[config.mk]
export PLATFORM = sky130hd
export DESIGN_NAME = chan_ring
export DESIGN_NICKNAME = d
export VERILOG_FILES = /design/src/rtl/chan_ring_pkg.sv /design/src/rtl/chan_ring_rst_sync.sv /design/src/rtl/chan_ring_ctrl.sv /design/src/rtl/chan_ring_slots.sv /design/src/rtl/chan_ring.sv
export SDC_FILE = /design/constraint.sdc
export NUM_CORES = 1
export LEC_CHECK = 0
export BUFFER_PORTS_ARGS = -buffer_cell sky130_fd_sc_hd__buf_2
export CORE_MARGIN = 5
export CORE_UTILIZATION = 50
export DETAILED_ROUTE_END_ITERATION = 6
export HOLD_SLACK_MARGIN = 0.12
export PLACE_DENSITY = 0.73
export SLEW_MARGIN = 25
export SYNTH_ARGS = -nofsm -noshare
export SYNTH_HDL_FRONTEND = slang
export SYNTH_SLANG_ARGS = --single-unit
[constraint.sdc]
create_clock -name clk -period 5.2 [get_ports clk]
set_clock_uncertainty 0.1 [all_clocks]
set_input_delay 0.26 -clock clk [delete_from_list [all_inputs] [get_ports clk]]
set_output_delay 0.26 -clock clk [all_outputs]
set_load 0.02 [all_outputs]
[src/rtl/chan_ring_pkg.sv]
package chan_ring_pkg;
  typedef enum logic [2:0] {
    OP_IDLE    = 3'd0,
    OP_PEEK    = 3'd1,
    OP_TAKE    = 3'd2,
    OP_REPLACE = 3'd3,
    OP_PUSH    = 3'd4
  } ring_op_e;
endpackage

[src/rtl/chan_ring_rst_sync.sv]
module chan_ring_rst_sync (
  input  logic clk,
  input  logic rst_n,
  output logic rst_n_o
);
  logic [1:0] sync_q;

  always_ff @(posedge clk or negedge rst_n) begin
    if (!rst_n) sync_q <= 2'b00;
    else        sync_q <= {sync_q[0], 1'b1};
  end

  assign rst_n_o = sync_q[1];
endmodule

[src/rtl/chan_ring_ctrl.sv]
module chan_ring_ctrl
  import chan_ring_pkg::*;
#(
  parameter int DEPTH = 8,
  parameter int PTR_W = $clog2(DEPTH),
  parameter int CNT_W = $clog2(DEPTH + 1)
) (
  input  logic             clk,
  input  logic             rst_n,
  input  logic             clear_i,
  input  logic             alloc_req_i,
  input  logic             alloc_loop_i,
  input  logic [2:0]       op_i,
  input  logic             head_present_i,
  input  logic             head_eor_i,
  input  logic             head_busy_i,
  output logic [PTR_W-1:0] rd_ptr_o,
  output logic [PTR_W-1:0] wr_ptr_o,
  output logic [PTR_W-1:0] push_slot_o,
  output logic             alloc_fire_o,
  output logic             take_fire_o,
  output logic             keep_o,
  output logic             repl_fire_o,
  output logic             push_fire_o,
  output logic             op_ack_o,
  output logic             alloc_rdy_o,
  output logic             full_o,
  output logic             loop_o,
  output logic [CNT_W-1:0] count_o
);
  function automatic logic [PTR_W-1:0] ptr_inc(input logic [PTR_W-1:0] p);
    return (p == PTR_W'(DEPTH - 1)) ? '0 : p + 1'b1;
  endfunction

  function automatic logic [PTR_W-1:0] ptr_dec(input logic [PTR_W-1:0] p);
    return (p == '0) ? PTR_W'(DEPTH - 1) : p - 1'b1;
  endfunction

  ring_op_e op;
  assign op = ring_op_e'(op_i);

  logic [PTR_W-1:0] rd_q, rd_d, wr_q, wr_d, lfirst_q, lfirst_d, llast_q, llast_d;
  logic [CNT_W-1:0] count_q, count_d;
  logic             loop_q, loop_d;
  logic             head_ok, full, alloc_rdy, alloc_fire, take_fire, repl_fire, push_fire, peek_ok;
  logic [CNT_W:0]   used;
  logic             upd_en;

  assign head_ok    = head_present_i & ~head_eor_i;
  assign full       = (count_q == CNT_W'(DEPTH));
  assign alloc_rdy  = ~full & ~loop_q;
  assign alloc_fire = alloc_req_i & alloc_rdy & ~clear_i;
  assign peek_ok    = (op == OP_PEEK) & head_ok & ~clear_i;
  assign take_fire  = (op == OP_TAKE) & head_ok & ~clear_i;
  assign repl_fire  = (op == OP_REPLACE) & head_busy_i & ~clear_i;
  assign used       = {1'b0, count_q} + (CNT_W + 1)'(alloc_fire);
  assign push_fire  = (op == OP_PUSH) & ~loop_q & (used < (CNT_W + 1)'(DEPTH)) & ~clear_i;
  assign upd_en     = clear_i | alloc_fire | take_fire | push_fire;

  always_comb begin
    rd_d     = rd_q;
    wr_d     = wr_q;
    count_d  = count_q;
    loop_d   = loop_q;
    lfirst_d = lfirst_q;
    llast_d  = llast_q;
    if (clear_i) begin
      rd_d    = '0;
      wr_d    = '0;
      count_d = '0;
      loop_d  = 1'b0;
    end else begin
      if (push_fire)
        rd_d = ptr_dec(rd_q);
      else if (take_fire)
        rd_d = (loop_q && rd_q == llast_q) ? lfirst_q : ptr_inc(rd_q);
      if (alloc_fire) wr_d = ptr_inc(wr_q);
      count_d = count_q + CNT_W'(alloc_fire) + CNT_W'(push_fire)
              - CNT_W'(take_fire & ~loop_q);
      if (alloc_fire && alloc_loop_i) begin
        loop_d   = 1'b1;
        llast_d  = wr_q;
        lfirst_d = rd_d;
      end
    end
  end

  always_ff @(posedge clk or negedge rst_n) begin
    if (!rst_n) begin
      rd_q     <= '0;
      wr_q     <= '0;
      count_q  <= '0;
      loop_q   <= 1'b0;
      lfirst_q <= '0;
      llast_q  <= '0;
    end else if (upd_en) begin
      rd_q     <= rd_d;
      wr_q     <= wr_d;
      count_q  <= count_d;
      loop_q   <= loop_d;
      lfirst_q <= lfirst_d;
      llast_q  <= llast_d;
    end
  end

  assign rd_ptr_o     = rd_q;
  assign wr_ptr_o     = wr_q;
  assign push_slot_o  = ptr_dec(rd_q);
  assign alloc_fire_o = alloc_fire;
  assign take_fire_o  = take_fire;
  assign keep_o       = loop_q;
  assign repl_fire_o  = repl_fire;
  assign push_fire_o  = push_fire;
  assign op_ack_o     = peek_ok | take_fire | repl_fire | push_fire;
  assign alloc_rdy_o  = alloc_rdy;
  assign full_o       = full;
  assign loop_o       = loop_q;
  assign count_o      = count_q;
endmodule

[src/rtl/chan_ring_slots.sv]
module chan_ring_slots #(
  parameter int DEPTH  = 8,
  parameter int DATA_W = 32,
  parameter int PTR_W  = $clog2(DEPTH)
) (
  input  logic              clk,
  input  logic              rst_n,
  input  logic              clear_i,
  input  logic              fill_valid_i,
  input  logic [PTR_W-1:0]  fill_tag_i,
  input  logic [DATA_W-1:0] fill_data_i,
  input  logic              fill_eor_i,
  input  logic              alloc_fire_i,
  input  logic [PTR_W-1:0]  wr_ptr_i,
  input  logic              take_fire_i,
  input  logic              keep_i,
  input  logic [PTR_W-1:0]  rd_ptr_i,
  input  logic              repl_fire_i,
  input  logic              push_fire_i,
  input  logic [PTR_W-1:0]  push_slot_i,
  input  logic [DATA_W-1:0] st_data_i,
  output logic              head_present_o,
  output logic              head_eor_o,
  output logic              head_busy_o,
  output logic [DATA_W-1:0] head_data_o,
  output logic [DEPTH-1:0]  busy_o
);
  logic [DEPTH-1:0]  busy_w, pres_w, eor_w;
  logic [DATA_W-1:0] data_w [DEPTH];
  logic              fill_ok;

  assign fill_ok = fill_valid_i & busy_w[fill_tag_i] & ~clear_i;

  for (genvar g = 0; g < DEPTH; g++) begin : g_slot
    logic              busy_q, busy_d, pres_q, pres_d, eor_q, eor_d, we, flag_en;
    logic [DATA_W-1:0] data_q, data_d;
    logic              alloc_hit, fill_hit, head_hit, push_hit, st_hit, drop_hit;

    assign alloc_hit = alloc_fire_i & (wr_ptr_i == PTR_W'(g));
    assign fill_hit  = fill_ok & (fill_tag_i == PTR_W'(g));
    assign head_hit  = (rd_ptr_i == PTR_W'(g));
    assign push_hit  = push_fire_i & (push_slot_i == PTR_W'(g));
    assign st_hit    = (repl_fire_i & head_hit) | push_hit;
    assign drop_hit  = take_fire_i & ~keep_i & head_hit;
    assign flag_en   = clear_i | alloc_hit | fill_hit | st_hit | drop_hit;

    always_comb begin
      busy_d = busy_q;
      pres_d = pres_q;
      eor_d  = eor_q;
      data_d = data_q;
      we     = 1'b0;
      if (clear_i) begin
        busy_d = 1'b0;
        pres_d = 1'b0;
        eor_d  = 1'b0;
      end else begin
        if (alloc_hit) busy_d = 1'b1;
        if (fill_hit) begin
          pres_d = 1'b1;
          eor_d  = fill_eor_i;
          data_d = fill_data_i;
          we     = 1'b1;
        end
        if (st_hit) begin
          pres_d = 1'b1;
          eor_d  = 1'b0;
          data_d = st_data_i;
          we     = 1'b1;
        end
        if (push_hit) busy_d = 1'b1;
        if (drop_hit) begin
          busy_d = 1'b0;
          pres_d = 1'b0;
        end
      end
    end

    always_ff @(posedge clk or negedge rst_n) begin
      if (!rst_n) begin
        busy_q <= 1'b0;
        pres_q <= 1'b0;
        eor_q  <= 1'b0;
      end else if (flag_en) begin
        busy_q <= busy_d;
        pres_q <= pres_d;
        eor_q  <= eor_d;
      end
    end

    always_ff @(posedge clk) begin
      if (we) data_q <= data_d;
    end

    assign busy_w[g] = busy_q;
    assign pres_w[g] = pres_q;
    assign eor_w[g]  = eor_q;
    assign data_w[g] = data_q;
  end

  assign head_present_o = pres_w[rd_ptr_i];
  assign head_eor_o     = eor_w[rd_ptr_i];
  assign head_busy_o    = busy_w[rd_ptr_i];
  assign head_data_o    = data_w[rd_ptr_i];
  assign busy_o         = busy_w;
endmodule

[src/rtl/chan_ring.sv]
module chan_ring #(
  parameter  int DEPTH  = 8,
  parameter  int DATA_W = 32,
  localparam int PTR_W  = $clog2(DEPTH)
) (
  input  logic              clk,
  input  logic              rst_n,
  input  logic              clear_i,
  input  logic              alloc_req_i,
  input  logic              alloc_loop_i,
  output logic              alloc_rdy_o,
  output logic [PTR_W-1:0]  alloc_tag_o,
  output logic              full_o,
  input  logic              fill_valid_i,
  input  logic [PTR_W-1:0]  fill_tag_i,
  input  logic [DATA_W-1:0] fill_data_i,
  input  logic              fill_eor_i,
  input  logic [2:0]        op_i,
  input  logic [DATA_W-1:0] st_data_i,
  output logic              op_ack_o,
  output logic              head_valid_o,
  output logic              head_eor_o,
  output logic [DATA_W-1:0] head_data_o,
  output logic              loop_o
);
  localparam int CNT_W = $clog2(DEPTH + 1);

  logic             rst_int_n;
  logic [PTR_W-1:0] rd_ptr, wr_ptr, push_slot;
  logic             alloc_fire, take_fire, keep, repl_fire, push_fire;
  logic             head_present, head_eor, head_busy;
  logic [CNT_W-1:0] count_w;
  logic [DEPTH-1:0] busy_w;

  chan_ring_rst_sync u_rst (
    .clk     (clk),
    .rst_n   (rst_n),
    .rst_n_o (rst_int_n)
  );

  chan_ring_ctrl #(.DEPTH(DEPTH), .PTR_W(PTR_W), .CNT_W(CNT_W)) u_ctrl (
    .clk            (clk),
    .rst_n          (rst_int_n),
    .clear_i        (clear_i),
    .alloc_req_i    (alloc_req_i),
    .alloc_loop_i   (alloc_loop_i),
    .op_i           (op_i),
    .head_present_i (head_present),
    .head_eor_i     (head_eor),
    .head_busy_i    (head_busy),
    .rd_ptr_o       (rd_ptr),
    .wr_ptr_o       (wr_ptr),
    .push_slot_o    (push_slot),
    .alloc_fire_o   (alloc_fire),
    .take_fire_o    (take_fire),
    .keep_o         (keep),
    .repl_fire_o    (repl_fire),
    .push_fire_o    (push_fire),
    .op_ack_o       (op_ack_o),
    .alloc_rdy_o    (alloc_rdy_o),
    .full_o         (full_o),
    .loop_o         (loop_o),
    .count_o        (count_w)
  );

  chan_ring_slots #(.DEPTH(DEPTH), .DATA_W(DATA_W), .PTR_W(PTR_W)) u_slots (
    .clk            (clk),
    .rst_n          (rst_int_n),
    .clear_i        (clear_i),
    .fill_valid_i   (fill_valid_i),
    .fill_tag_i     (fill_tag_i),
    .fill_data_i    (fill_data_i),
    .fill_eor_i     (fill_eor_i),
    .alloc_fire_i   (alloc_fire),
    .wr_ptr_i       (wr_ptr),
    .take_fire_i    (take_fire),
    .keep_i         (keep),
    .rd_ptr_i       (rd_ptr),
    .repl_fire_i    (repl_fire),
    .push_fire_i    (push_fire),
    .push_slot_i    (push_slot),
    .st_data_i      (st_data_i),
    .head_present_o (head_present),
    .head_eor_o     (head_eor),
    .head_busy_o    (head_busy),
    .head_data_o    (head_data_o),
    .busy_o         (busy_w)
  );

  assign alloc_tag_o  = wr_ptr;
  assign head_valid_o = head_present & ~head_eor;
  assign head_eor_o   = head_present & head_eor;
endmodule

==> summary.md <==
| Metric | Value |
|---|---|
| Syn Nets | `about 1100` |
| Tcrit/Tclk final | `about 87%` |
| DR vias | `about 10000` |
| Crit-path cells | `inv_1, ha_1, nor3_1, a21oi_1, o311a_1, a22o_2, buf_4, mux2_1, dlygate4sd3_1` |
| EDFF count, synth | `between 200 and 300` |
| Cts bufs inserted | `35` |
| Via/cell ratio | `just under 6` |
| Worst Path Required | `~5.4 ns` |
| Async S/R FF share, synth | `between 10 and 15%` |
| Pins Over Slew Limit | `0` |
| RSZ-0062 raised after global routing | `no` |
| Initial drt markers | `837` |
| Adder-cell share of the synthesized area | `under 10%` |
| Status | `finished, final reports clean` |
| Post-Syn Area | `about 16000 µm²` |
| Leakage | `between 6 and 7 nW` |
| Hold WC Path Type | `reg2async` |
| Final design area excluding fillers | `~19000 µm²` |
| Critical path's largest stage delay | `between 0.6 and 0.7 ns` |
| Sequential share of the synthesized area | `~56%` |
| Routed WL | `38290 µm` |
| Worst slew pin tran | `between 0.9 and 1 ns` |
| Final nets | `between 1000 and 1500` |
| RD Place Congestion | `0.8502` |
| Vias in the first global route | `about 10000` |
| Clock Tree Buf Depth | `3` |
| Most common cell after layout, fill and taps aside | `edfxtp_1` |
| Synth cell types | `64` |
| Worst-skew pair later-pin latency | `0.51 ns` |
| Setup bufs post-CTS | `0` |
| Drt wl/cell | `23.07 µm` |
| IO Port Bufs | `between 100 and 150` |
| Final WS setup | `0.6534 ns` |
| TritonRoute pass-1 iters | `5` |
| Share of cells above drive strength 1 | `40.84%` |
| Yosys warns | `0` |
| Initial core utilization | `50.29%` |
| Critical path peak fanout | `25` |
| Detailed Place HPWL | `around 23000 µm` |
| Multi-input logic area | `between 6000 and 7000 µm²` |
| CTS Root Cell | `clkbuf_16` |
| Final TNS setup | `0 ns` |
| Die W | `between 150 and 200 µm` |
| Top FF cell, synth | `edfxtp_1` |
| Boundary pin count | `roughly 120` |
| Hold Violations, Final | `0` |
| Layout area overhead | `19.68%` |
| Placed Area | `around 17000 µm²` |
| Max Clock Freq | `approximately 0.22 GHz` |
| VDD IR max | `0.2255 mV` |
| Core area | `31310 µm²` |
| Post-synthesis mux area share | `between 20 and 30%` |
| Syn avg cell area | `~16 µm²` |
| DRC Markers | `0` |
| CTS tree | `done` |
| CTS Sinks | `about 300` |
| CP Capture Type | `flip-flop` |
| Combinational family with the most area after synthesis | `multiplexers` |
| Routed Antenna Nets | `0` |
| Die area | `approximately 35000 µm²` |
| Most frequent cells in the layout | `edfxtp_1 (256), mux2_2 (219), buf_2 (117)` |
| Dpl ws | `roughly 1.2 ns` |
| Initial antenna violation count | `2` |
| H-tree levels | `2` |
| Num rows | `between 60 and 70` |
| Power per cell area | `299.4 nW/µm²` |
| Final setup fails | `0` |
| Die Ht | `about 190 µm` |
| Synth Register Bits | `~300` |
| Slowest stage cell, crit path | `dfrtp_4` |
| Storage cell area | `~9000 µm²` |
| Post-Synth XOR/XNOR Area | `less than 1%` |
| Crit path kind | `reg2reg` |
| Simple-gate area share of the yosys netlist | `under 10%` |
| Filler cells | `2351` |
| Clk pin slew, worst setup/hold paths | `about 0.06 ns` |
| Min Clock Period, post-route | `4.547 ns` |
| Startpoint class of the critical path | `flip-flop` |
| Total gr overflow | `0` |
| First-pass GRT wire length | `60840 µm` |
| Max-Cap Viols | `0` |
| Largest net degree at the start of global routing | `67` |
| Compound-Gate Fraction of Synth Area | `about 4%` |
| Critical Path AT | `around 4.7 ns` |
| Reg2reg path depth | `9` |
| Post-synthesis cell count | `a little over 1000` |
| Slew headroom | `a little under 40%` |
| Gr usage total | `21.86%` |
## flip-flops by register name, indices dropped and copies added (netlist names)
register and flops:
u_ctrl.count_o 4, u_ctrl.keep_o 1, u_ctrl.lfirst_q 3, u_ctrl.llast_q 3, u_ctrl.rd_ptr_o 3, u_ctrl.wr_ptr_o 3, u_rst.sync_q 2, u_slots.g_slot.busy_q 8
u_slots.g_slot.data_q 256, u_slots.g_slot.eor_q 8, u_slots.g_slot.pres_q 8
## synth_stat cells, drive strengths merged (3+ instances only)
library cell / count / area, µm²
a211oi: 3 / 22.52
a21o: 3 / 22.52
a21oi: 13 / 68.82
a221oi: 7 / 61.31
a22oi: 4 / 85.08
a31oi: 9 / 62.56
and2: 3 / 18.77
buf: 45 / 326.6
clkbuf: 16 / 60.06
clkinv: 3 / 11.26
dfrtp: 43 / 1076
edfxtp: 256 / 7687
ha: 20 / 250.2
inv: 18 / 67.56
mux2: 259 / 2920
mux2i: 11 / 113.9
mux4: 72 / 1625
nand2: 115 / 431.7
nand2b: 5 / 31.28
nand3: 4 / 20.02
nand4: 7 / 50.05
nor2: 19 / 71.32
nor2b: 6 / 37.54
nor3: 9 / 45.04
nor3b: 6 / 45.04
o21ai: 6 / 30.03
o31a: 3 / 26.28
o31ai: 6 / 45.04
or2: 3 / 18.77
or3b: 3 / 26.28
xnor2: 3 / 26.28
xor2: 3 / 26.28
## report_power, final
group / total (mW) / internal (mW) / switching, mW
clock: 2.28 / 1.33 / 0.950
combinational: 0.650 / 0.308 / 0.341
sequential: 2.71 / 2.66 / 0.0579
## routing by layer
metal / share of wire (%) / GRT usage [%] / vias to the layer above
li1: - / - / 4412
met5: 0 / 0 / -
met3: 6.3 / 3.882 / 62
met4: 2.0 / 5.167 / 0
met2: 50 / 37.00 / 322
met1: 42 / 29.79 / 4994
## cells by family after synthesis
logic type | count (synthesis)
multiplexers | 342
buffers and inverters | 82
XOR/XNOR | 6
AO/OA/AOI/OAI | 72
AND/OR/NAND/NOR | 189
other | 1
adder cells (fa/ha/maj) | 22
flip-flops | 299
## worst max-delay path: cells and delay by family, from the launching register on
kind,cells,cell delay (ns)
AO/OA/AOI/OAI,3,1.44
adder cells (fa/ha/maj),1,0.29
buffers and inverters,3,1.31
flip-flops,1,0.68
multiplexers,1,0.36
AND/OR/NAND/NOR,1,0.08
## cell type report
class                   count  share of cell area, %
multi-input cells         632                  34.95
well taps                 402                  2.669
clock buffers              43                  4.972
repair buffers            242                  9.752
flip-flops and latches    299                  46.56
diodes                      2                0.02656
inverters                  21                 0.4182
clock inverters            19                 0.6506
## path summary, 6_finish.rpt
check | start | end | slack, ns
worst min-delay path | u_rst.sync_q[1] | u_slots.g_slot[5].busy_q | 0.23
worst max register to register | u_ctrl.rd_ptr_o[0] | u_slots.g_slot[7].data_q[12] | 0.65
max in group asynchronous | u_rst.sync_q[1] | u_ctrl.rd_ptr_o[0] | 4.34
worst min register to register | u_rst.sync_q[1] | u_slots.g_slot[5].busy_q | 0.23
worst max-delay path | u_ctrl.rd_ptr_o[0] | u_slots.g_slot[7].data_q[12] | 0.65
min in group clk | fill_tag_i[0] | u_slots.g_slot[4].pres_q | 0.23
## timing repair
item / in CTS / in global routing
hold endpoints to repair: 272 / 0
setup endpoints to repair: 0 / 0
hold buffers: 101 / 0
resized for setup: 0 / 0
## stage by stage
step	power, mW	util (%)	hold slack, ns	instances
final	5.643	60.19	0.2268	1660
after global routing	5.854	60.19	0.2296	1660
after CTS	5.668	60.05	0.1724	1657
after detailed placement	3.344	53.44	-0.05165	1494
after global placement	3.330	53.44	-0.05490	1494
after floorplan	3.139	-	-0.1356	1013
Power figures use the tool's default switching activity.
